File: config.mk
export PLATFORM = sky130hd
export DESIGN_NAME = xbar_maximal_sched
export DESIGN_NICKNAME = d
export VERILOG_FILES = /design/src/rtl/sched_pkg.sv /design/src/rtl/sched_first_pick.sv /design/src/rtl/sched_ctrl.sv /design/src/rtl/sched_voq_bank.sv /design/src/rtl/xbar_maximal_sched.sv
export SDC_FILE = /design/constraint.sdc
export NUM_CORES = 1
export LEC_CHECK = 0
export ABC_AREA = 1
export BUFFER_PORTS_ARGS = -buffer_cell sky130_fd_sc_hd__buf_2
export CAP_MARGIN = 20
export CORE_ASPECT_RATIO = 0.8
export CORE_MARGIN = 1.5
export CORE_UTILIZATION = 45
export CTS_BUF_LIST = sky130_fd_sc_hd__clkbuf_16
export DETAILED_ROUTE_END_ITERATION = 10
export PLACE_DENSITY = 0.71
export SETUP_SLACK_MARGIN = 0.1
export SYNTH_ARGS = -nofsm -noshare
export SYNTH_HDL_FRONTEND = slang
export SYNTH_SLANG_ARGS = --single-unit
File: constraint.sdc
create_clock -name clk -period 4.2 [get_ports clk]
set_input_delay 0.21 -clock clk [delete_from_list [all_inputs] [get_ports clk]]
set_output_delay 0.21 -clock clk [all_outputs]
set_load 0.02 [all_outputs]
File: src/rtl/sched_pkg.sv
package sched_pkg;

  typedef enum logic {
    ST_IDLE = 1'b0,
    ST_RUN  = 1'b1
  } sched_state_e;

endpackage

File: src/rtl/sched_first_pick.sv
// Fixed-priority selector: the lowest-indexed asserted request wins.
module sched_first_pick #(
  parameter int N_PORTS = 4
) (
  input  logic [N_PORTS-1:0] req_i,
  output logic [N_PORTS-1:0] gnt_o
);

  logic [N_PORTS:0] seen;

  assign seen[0] = 1'b0;

  for (genvar gj = 0; gj < N_PORTS; gj++) begin : g_chain
    assign gnt_o[gj]  = req_i[gj] & ~seen[gj];
    assign seen[gj+1] = seen[gj] | req_i[gj];
  end

endmodule

File: src/rtl/sched_ctrl.sv
// Sequencer: walks one input row per cycle, SPEEDUP passes per cell time,
// and rotates the base row after every cell time.
module sched_ctrl
  import sched_pkg::*;
#(
  parameter  int N_PORTS = 4,
  parameter  int SPEEDUP = 2,
  localparam int SW      = $clog2(N_PORTS),
  localparam int PW      = (SPEEDUP > 1) ? $clog2(SPEEDUP) : 1
) (
  input  logic          clk,
  input  logic          rst_n,
  input  logic          start_i,
  output logic          busy_o,
  output logic          load_o,
  output logic          row_en_o,
  output logic          pass_end_o,
  output logic          cell_end_o,
  output logic [SW-1:0] row_o,
  output logic [PW-1:0] pass_o
);

  sched_state_e  state_q, state_d;
  logic [SW-1:0] step_q, step_d;
  logic [PW-1:0] pass_q, pass_d;
  logic [SW-1:0] base_q, base_d;
  logic          step_last;
  logic          pass_last;
  logic [SW:0]   row_sum;

  always_comb begin
    state_d    = state_q;
    step_d     = step_q;
    pass_d     = pass_q;
    base_d     = base_q;
    load_o     = (state_q == ST_IDLE) && start_i;
    row_en_o   = (state_q == ST_RUN);
    step_last  = (step_q == SW'(N_PORTS - 1));
    pass_last  = (pass_q == PW'(SPEEDUP - 1));
    pass_end_o = row_en_o && step_last;
    cell_end_o = pass_end_o && pass_last;

    if (load_o) begin
      state_d = ST_RUN;
      step_d  = '0;
      pass_d  = '0;
    end else if (row_en_o) begin
      if (step_last) begin
        step_d = '0;
        if (pass_last) begin
          state_d = ST_IDLE;
          pass_d  = '0;
          base_d  = (base_q == SW'(N_PORTS - 1)) ? '0 : base_q + 1'b1;
        end else begin
          pass_d = pass_q + 1'b1;
        end
      end else begin
        step_d = step_q + 1'b1;
      end
    end
  end

  always_comb begin
    row_sum = {1'b0, base_q} + {1'b0, step_q};
    if (row_sum >= (SW+1)'(N_PORTS)) begin
      row_o = SW'(row_sum - (SW+1)'(N_PORTS));
    end else begin
      row_o = row_sum[SW-1:0];
    end
  end

  assign busy_o = (state_q == ST_RUN);
  assign pass_o = pass_q;

  always_ff @(posedge clk or negedge rst_n) begin
    if (!rst_n) begin
      state_q <= ST_IDLE;
      step_q  <= '0;
      pass_q  <= '0;
      base_q  <= '0;
    end else begin
      state_q <= state_d;
      step_q  <= step_d;
      pass_q  <= pass_d;
      base_q  <= base_d;
    end
  end

endmodule

File: src/rtl/sched_voq_bank.sv
// Local copy of every queue count plus the per-queue dequeue tally.
module sched_voq_bank #(
  parameter  int N_PORTS = 4,
  parameter  int CNT_W   = 4,
  parameter  int SPEEDUP = 2,
  localparam int SW      = $clog2(N_PORTS),
  localparam int DEQ_W   = $clog2(SPEEDUP + 1)
) (
  input  logic                             clk,
  input  logic                             rst_n,
  input  logic                             load_i,
  input  logic [N_PORTS*N_PORTS*CNT_W-1:0] occ_i,
  input  logic                             row_en_i,
  input  logic [SW-1:0]                    row_i,
  input  logic [N_PORTS-1:0]               pick_i,
  output logic [N_PORTS-1:0]               row_req_o,
  output logic [N_PORTS*N_PORTS*DEQ_W-1:0] deq_o
);

  logic [N_PORTS*N_PORTS-1:0] nz;

  for (genvar gi = 0; gi < N_PORTS; gi++) begin : g_row
    for (genvar gj = 0; gj < N_PORTS; gj++) begin : g_col
      localparam int IDX = gi * N_PORTS + gj;
      logic [CNT_W-1:0] cnt_q, cnt_d;
      logic [DEQ_W-1:0] deq_q, deq_d;
      logic             take;
      logic             cnt_en;

      assign take   = row_en_i && (row_i == SW'(gi)) && pick_i[gj];
      assign cnt_en = load_i || take;

      always_comb begin
        cnt_d = cnt_q;
        deq_d = deq_q;
        if (load_i) begin
          cnt_d = occ_i[IDX*CNT_W +: CNT_W];
          deq_d = '0;
        end else if (take) begin
          cnt_d = cnt_q - 1'b1;
          deq_d = deq_q + 1'b1;
        end
      end

      always_ff @(posedge clk or negedge rst_n) begin
        if (!rst_n) begin
          cnt_q <= '0;
          deq_q <= '0;
        end else if (cnt_en) begin
          cnt_q <= cnt_d;
          deq_q <= deq_d;
        end
      end

      assign nz[IDX]                     = |cnt_q;
      assign deq_o[IDX*DEQ_W +: DEQ_W]   = deq_q;
    end
  end

  always_comb begin
    row_req_o = '0;
    for (int r = 0; r < N_PORTS; r++) begin
      if (row_i == SW'(r)) begin
        row_req_o = nz[r*N_PORTS +: N_PORTS];
      end
    end
  end

endmodule

File: src/rtl/xbar_maximal_sched.sv
// Crossbar scheduler: builds a maximal match one input row per cycle,
// SPEEDUP times per cell time.
module xbar_maximal_sched #(
  parameter  int N_PORTS = 4,
  parameter  int CNT_W   = 4,
  parameter  int SPEEDUP = 2,
  localparam int SW      = $clog2(N_PORTS),
  localparam int PW      = (SPEEDUP > 1) ? $clog2(SPEEDUP) : 1,
  localparam int DEQ_W   = $clog2(SPEEDUP + 1),
  localparam int NN      = N_PORTS * N_PORTS
) (
  input  logic                   clk,
  input  logic                   rst_n,
  input  logic                   start_i,
  input  logic [NN*CNT_W-1:0]    occ_i,
  output logic                   busy_o,
  output logic                   grant_valid_o,
  output logic [NN-1:0]          grant_o,
  output logic [PW-1:0]          pass_idx_o,
  output logic                   done_o,
  output logic [NN*DEQ_W-1:0]    deq_o
);

  logic               load;
  logic               row_en;
  logic               pass_end;
  logic               cell_end;
  logic [SW-1:0]      row;
  logic [PW-1:0]      pass_cur;
  logic [N_PORTS-1:0] row_req;
  logic [N_PORTS-1:0] out_taken;
  logic [N_PORTS-1:0] pick;
  logic [NN-1:0]      match_q, match_d, match_add;
  logic [NN-1:0]      grant_q, grant_d;
  logic [PW-1:0]      pidx_q, pidx_d;
  logic               valid_q, done_q;

  sched_ctrl #(
    .N_PORTS (N_PORTS),
    .SPEEDUP (SPEEDUP)
  ) ctrl_i (
    .clk        (clk),
    .rst_n      (rst_n),
    .start_i    (start_i),
    .busy_o     (busy_o),
    .load_o     (load),
    .row_en_o   (row_en),
    .pass_end_o (pass_end),
    .cell_end_o (cell_end),
    .row_o      (row),
    .pass_o     (pass_cur)
  );

  sched_voq_bank #(
    .N_PORTS (N_PORTS),
    .CNT_W   (CNT_W),
    .SPEEDUP (SPEEDUP)
  ) bank_i (
    .clk       (clk),
    .rst_n     (rst_n),
    .load_i    (load),
    .occ_i     (occ_i),
    .row_en_i  (row_en),
    .row_i     (row),
    .pick_i    (pick),
    .row_req_o (row_req),
    .deq_o     (deq_o)
  );

  // Outputs already claimed in this pass.
  always_comb begin
    out_taken = '0;
    for (int i = 0; i < N_PORTS; i++) begin
      out_taken = out_taken | match_q[i*N_PORTS +: N_PORTS];
    end
  end

  sched_first_pick #(
    .N_PORTS (N_PORTS)
  ) pick_i (
    .req_i (row_req & ~out_taken & {N_PORTS{row_en}}),
    .gnt_o (pick)
  );

  // Place the current row's grant into the match under construction.
  always_comb begin
    match_add = '0;
    for (int i = 0; i < N_PORTS; i++) begin
      if (row_en && (row == SW'(i))) begin
        match_add[i*N_PORTS +: N_PORTS] = pick;
      end
    end
  end

  always_comb begin
    match_d = match_q;
    grant_d = grant_q;
    pidx_d  = pidx_q;
    if (load || pass_end) begin
      match_d = '0;
    end else if (row_en) begin
      match_d = match_q | match_add;
    end
    if (pass_end) begin
      grant_d = match_q | match_add;
      pidx_d  = pass_cur;
    end
  end

  always_ff @(posedge clk or negedge rst_n) begin
    if (!rst_n) begin
      match_q <= '0;
    end else if (load || row_en) begin
      match_q <= match_d;
    end
  end

  always_ff @(posedge clk or negedge rst_n) begin
    if (!rst_n) begin
      grant_q <= '0;
      pidx_q  <= '0;
    end else if (pass_end) begin
      grant_q <= grant_d;
      pidx_q  <= pidx_d;
    end
  end

  always_ff @(posedge clk or negedge rst_n) begin
    if (!rst_n) begin
      valid_q <= 1'b0;
      done_q  <= 1'b0;
    end else begin
      valid_q <= pass_end;
      done_q  <= cell_end;
    end
  end

  assign grant_valid_o = valid_q;
  assign grant_o       = grant_q;
  assign pass_idx_o    = pidx_q;
  assign done_o        = done_q;

endmodule

# After elaboration in Yosys (flattened, before gate mapping)
# Index checks and enable logic that the tools add are counted.
classes:
  n_bitwise: 17
  n_reduce_logical: 96
  magnitude_cmp: 1
  n_mux: 87
  addsub: 37
  n_eq_ne: 5
ops:
  columns: ["cell", "n"]
  rows:
  - ["two-way mux 4 bit", 40]
  - ["two-way mux 2 bit", 37]
  - ["OR reduction 4 bit", 16]
  - ["subtractor 4 x 1 -> 4 bit, second input constant", 16]
  - ["nonzero test 2 bit", 19]
  - ["adder 2 x 1 -> 2 bit, second input constant", 18]
  - ["AND reduction 2 bit", 18]
  - ["two-way mux 16 bit", 2]
  - ["logical AND 1 bit", 23]
  - ["logical OR 1 bit", 18]
  - ["OR 16 bit", 1]
  - ["OR 4 bit", 3]
  - ["bitwise AND 4 bit", 2]
  - ["equality test 2 bit, second input constant", 4]
  - ["two-way mux 1 bit", 8]
  - ["inverter 1 bit", 5]
  - ["inverter 4 bit", 1]
  - ["AND reduction 4 bit", 1]
  - ["adder 2 x 2 -> 3 bit", 1]
  - ["bitwise AND 1 bit", 3]
  - ["greater-or-equal comparator 3 bit, second input constant", 1]
  - ["equality test 2 x 1 -> 1 bit, second input constant", 1]
  - ["zero test 2 bit", 1]
  - ["OR 1 bit", 2]
  - ["other kinds (2)", 2]
word_totals:
  in_bits: 67
  output_inout_bits: 52
  regBits: 137
  elab_cells: 284

# Depth between registers and ports, before layout
depth:
  ltp_word: 18
  depth_mapped: 16
  ltp_nobuf: 15

# By module
# From an unflattened synthesis, not the netlist that was laid out.
unflattened:
  cells_unflattened: 1090
  hier_area_um2: 8080.2
by_module_without_submodules:
  columns: ["module", "seq_area_each_um2", "cells_per_inst", "area_each_um2", "n_inst"]
  rows:
  - ["sched_voq_bank", 2402.3, 823, 5939.4, 1]
  - ["xbar_maximal_sched", 875.8, 207, 1729.2, 1]
  - ["sched_ctrl", 150.1, 51, 374.1, 1]
  - ["sched_first_pick", 0.0, 9, 37.5, 1]

# Least setup slack after synthesis
# OpenSTA, ideal clock, no wires.
synth_path:
  path_type: "flip-flop to flip-flop"
  start: "register ctrl_i.base_q[0]"
  end: "register bank_i.g_row[0].g_col[1].deq_q[0]"
  stages_incl_launch_ff: 12
  arrival_time_ns: 2.107
  setup_ns: 0.083
  period_less_slack_ns: 2.189
  path_slack_ns: 2.011
  path_buffers: 2
  t_required_ns: 4.117
  path_cell_list: "dfrtp_1 > ha_1 > buf_4 > clkinv_1 > nand4_1 > nand3_1 > nor2_1 > nand3_1 > nand2_1 > buf_2 > nand3_1 > o21ai_0"
synth_via:
  elab_chain_len: 15
  elab_cells_between_ends: 21
  classes_between: "add/sub: 2; order compare: 1; eq/ne: 3; mux: 5; bitwise: 4; reduce/logical: 6"
synth_lines:
  columns: ["element", "line", "rtl"]
  rows:
  - ["start, declared", "sched_ctrl.sv:26", "logic [SW-1:0] base_q, base_d;"]
  - ["start signal, assigned", "sched_ctrl.sv:85", "base_q <= base_d;"]
  - ["adder 2 x 2 -> 3 bit (*)", "sched_ctrl.sv:64", "row_sum = {1'b0, base_q} + {1'b0, step_q};"]
  - ["greater-or-equal comparator 3 bit / subtractor 2 x 1 -> 2 bit (equally long branches)", "sched_ctrl.sv:65, sched_ctrl.sv:66", null]
  - ["two-way mux 2 bit (*)", "sched_ctrl.sv:65", "if (row_sum >= (SW+1)'(N_PORTS)) begin"]
  - ["zero test 2 bit", "sched_voq_bank.sv:30, sched_voq_bank.sv:63", null]
  - ["two-way mux 4 bit (4 in a row)", "sched_voq_bank.sv:63", "if (row_i == SW'(r)) begin"]
  - ["bitwise AND 4 bit (2 in a row)", "xbar_maximal_sched.sv:81", ".req_i (row_req & ~out_taken & {N_PORTS{row_en}}),"]
  - ["inverter 1 bit", "sched_first_pick.sv:14", "assign gnt_o[gj] = req_i[gj] & ~seen[gj];"]
  - ["bitwise AND 1 bit", "sched_first_pick.sv:14", null]
  - ["logical AND 1 bit (*)", "sched_voq_bank.sv:30", "assign take = row_en_i && (row_i == SW'(gi)) && pick_i[gj];"]
  - ["nonzero test 2 bit (no line) / logical OR 1 bit (equally long branches)", null, null]
  - ["AND reduction 2 bit (no line) (*)", null, null]
  - ["end signal, assigned", "sched_voq_bank.sv:51", "deq_q <= deq_d;"]
  - ["end, declared", "sched_voq_bank.sv:26", "logic [DEQ_W-1:0] deq_q, deq_d;"]
# Mark *: on every way between the ends. The rest lies on a longest branch, timed or not.
# A chain may end at the register's enable or synchronous reset.

# Worst setup path in the final report
layout_path:
  start: "register ctrl_i.step_q[0]"
  end: "register bank_i.g_row[3].g_col[1].cnt_q[0]"
layout_via:
  elab_chain_len: 15
  elab_cells_between_ends: 21
  classes_between: "add/sub: 2; order compare: 1; eq/ne: 3; mux: 5; bitwise: 4; reduce/logical: 6"
layout_lines:
  columns: ["element", "line", "rtl"]
  rows:
  - ["start, declared", "sched_ctrl.sv:24", "logic [SW-1:0] step_q, step_d;"]
  - ["start signal, assigned", "sched_ctrl.sv:83", "step_q <= step_d;"]
  - ["adder 2 x 2 -> 3 bit (*)", "sched_ctrl.sv:64", null]
  - ["greater-or-equal comparator 3 bit / subtractor 2 x 1 -> 2 bit (equally long branches)", "sched_ctrl.sv:65, sched_ctrl.sv:66", null]
  - ["two-way mux 2 bit (*)", "sched_ctrl.sv:65", null]
  - ["zero test 2 bit", "sched_voq_bank.sv:63", null]
  - ["two-way mux 4 bit (4 in a row)", "sched_voq_bank.sv:63", null]
  - ["bitwise AND 4 bit (2 in a row)", "xbar_maximal_sched.sv:81", null]
  - ["inverter 1 bit", "sched_first_pick.sv:14", null]
  - ["bitwise AND 1 bit", "sched_first_pick.sv:14", null]
  - ["logical AND 1 bit (*)", "sched_voq_bank.sv:30", null]
  - ["nonzero test 2 bit (no line) / logical OR 1 bit (equally long branches)", null, null]
  - ["AND reduction 2 bit (no line) (*)", null, null]
  - ["end signal, assigned", "sched_voq_bank.sv:50", "cnt_q <= cnt_d;"]
  - ["end, declared", "sched_voq_bank.sv:25", "logic [CNT_W-1:0] cnt_q, cnt_d;"]
# Marks and branches as above.

==> flow_summary.ini <==
[status]
outcome = completed

[yosys]
yosys.area_share.simple_pct = 30.2
syn_area_per_cell_um2 = 7.65
synth_compound_gate_area_share_pct = 9.82
syn_area_um2 = 7380
synth_xor_area_share_pct = 2.37
synth-edff-count = 0
synthCells = 965
ys_async_sr_fraction_pct = 100
ys.flop_type = dfrtp_1
seq_area_frac_synth_pct = 46.5
synth_seq_cells = 137
synth_fa_ha_area_share_pct = 3.22
yosysWarningCount = 0
synth.area.mux_share_pct = 0.543
synth_top_family_by_area = simple AND/OR/NAND/NOR gates
yosysUniqueCellTypes = 31
synthesis.nets = 1051

[drt]
vias = 6556
drt-pass1-iter-count = 5
vias_per_cell = 5.06
wl_um = 18100
drc = 0
wl_per_cell_um = 13.9
drtIter0Drc = 513
ant_nets = 0

[timing]
fin_crit_ps = 2800
holdWs_ps = 50.6
skew_ps = 17.6
tightest_slew_ps = 1070
finalCritPeriodShare_pct = 66.6
hold_viol = 0
setup_violations = 0
tns_ps = 0
slew_headroom_pct = 28.6
rsz0062_at_grt = false
fmax_mhz = 357
finalMaxSlewViolations = 0

[final_layout]
final_util_pct = 54.3
final_common_cell = nand2_1
layout.nets = 1156
area_delta_synth_final_pct = 16.9
most-common-layout-cells = nand2_1, dfrtp_1, buf_2, inv_1, nand3_1
diodes = 0
final_cell_count_no_fill = 1296
stdcell_area_um2 = 8630
drive_gt1_share_pct = 17.7

[clocking]
numCtsBuffers = 17
htreeDepth = 4
post_cts_buffers = 0
clkTransAtPathRegs_ps = 50
clk_path_buf_depth = 2
worstSkewPairLatency_ps = 430
cts.sinks = 137
root_buffer = clkbuf_16
cts_tree = yes
cts_resized = 0
hold_buffers = 1

[placed_design]
place_area_um2 = 8140
globalplace.congestion = 0.826
dp.final_hpwl_um = 12500
dp_cells = 1265
port_buffers = 118

[power_and_ir_drop]
p_per_area_nw_per_um2 = 871
power_leakage_nw = 4.55
ir_drop_uv = 408

[floorplan]
die_w_um = 146
io_pins = 119
dieArea_um2 = 17200
rows = 41
coreArea_um2 = 15900
start_util_pct = 46.4
die_y_um = 118

[hold_path]
hold_path_class = in -> reg

[setup_path]
critPathArrivalTime_ps = 3130
cp-start-kind = flip-flop
cp-end-kind = flip-flop
cp_max_fo = 11
worstSetupPathType = reg -> reg
required_ps = 4530

[flow_run]
max_cap_viol_count = 0

[grt]
grt_pass1_wl_um = 30700
grtUsageTotal_pct = 22.3
antenna_found_initial = 0
grt_start_max_net_pins = 110
overflow = 0
grt_pass1_vias = 6153
-- Yosys cell counts, types with 16 or more instances --
master | number | share of area (%)
a31oi_1 | 19 | 1.6
a21oi_1 | 27 | 1.8
o21ai_0 | 81 | 5.5
nand2_1 | 275 | 14
nor2_1 | 73 | 3.7
dfrtp_1 | 137 | 46
clkbuf_1 | 24 | 1.2
nor3_1 | 16 | 1.1
nand3_1 | 91 | 6.2
inv_1 | 101 | 5.1
or2_2 | 22 | 1.9
ha_1 | 19 | 3.2
-- worst max-delay path, cell delays in order (launching register included) --
cell and delay, ps:
dfrtp_1 410, ha_1 520, clkinv_1 340, nand4_1 190
nand3_1 80, nor2_1 370, nand3_1 250, nand2_1 320
nand2_1 110, o21ai_0 100
-- worst paths after layout --
check,startpoint,endpoint,cells after the start,slack [ps]
worst max register to register,ctrl_i.step_q[0],bank_i.g_row[3].g_col[1].cnt_q[0],9,1400
min in group asynchronous,rst_n,done_o,2,490
worst max-delay path,ctrl_i.step_q[0],bank_i.g_row[3].g_col[1].cnt_q[0],9,1400
worst min-delay path,occ_i[51],bank_i.g_row[3].g_col[0].cnt_q[3],3,50
max in group asynchronous,rst_n,bank_i.g_row[1].g_col[1].cnt_q[3],3,2670
worst min register to register,grant_o[14],grant_o[14],2,470
-- metal layers --
layer | wire, um | global-route usage (%) | share of wire [%]
met2 | 7650 | 30.9 | 42
met5 | 0 | 0 | 0
met3 | 989 | 5.78 | 5.5
met1 | 9160 | 34.0 | 51
met4 | 249 | 6.69 | 1.4
-- per-stage QoR --
| step | setup slack [ps] | total power (W) |
|---|---|---|
| 3_3_place_gp | 1590 | 0.00615 |
| 5_1_grt | 1110 | 0.00825 |
| 3_5_place_dp | 1430 | 0.00627 |
| 6_report | 1400 | 0.00751 |
| 2_1_floorplan | 2010 | 0.00527 |
| 4_1_cts | 1420 | 0.00756 |
-- cell type report --
| class | count | area, um^2 |
|---|---|---|
| Clock buffer | 17 | 425 |
| Clock inverter | 13 | 52.6 |
| Fill cell | 1563 | 7270 |
| Inverter | 103 | 389 |
| Multi-Input combinational cell | 688 | 3410 |
| Sequential cell | 137 | 3430 |
| Tap cell | 215 | 269 |
| Timing Repair Buffer | 123 | 649 |
-- registers in the layout, indices dropped and copies added, names as in the netlist --
register,count
ctrl_i.step_q,2
ctrl_i.pass_o,1
bank_i.g_row.g_col.cnt_q,64
grant_o,16
ctrl_i.busy_o,1
grant_valid_o,1
match_q,16
bank_i.g_row.g_col.deq_q,32
ctrl_i.base_q,2
pass_idx_o,1
done_o,1
-- cell families (layout without fill, tap and decap cells) --
logic type	after synthesis	count (layout)
AND/OR/NAND/NOR	511	511
buffers and inverters	140	256
flip-flops	137	137
AO/OA/AOI/OAI	134	134
XOR/XNOR	20	20
adder cells (fa/ha/maj)	19	19
multiplexers	4	4
-- where the power goes --
part           internal, W  switching, W
logic              0.00136       0.00250
registers          0.00194      0.000461
clock network     0.000719      0.000529
total              0.00402       0.00349
No activity file was read; power rests on OpenSTA's default activity.
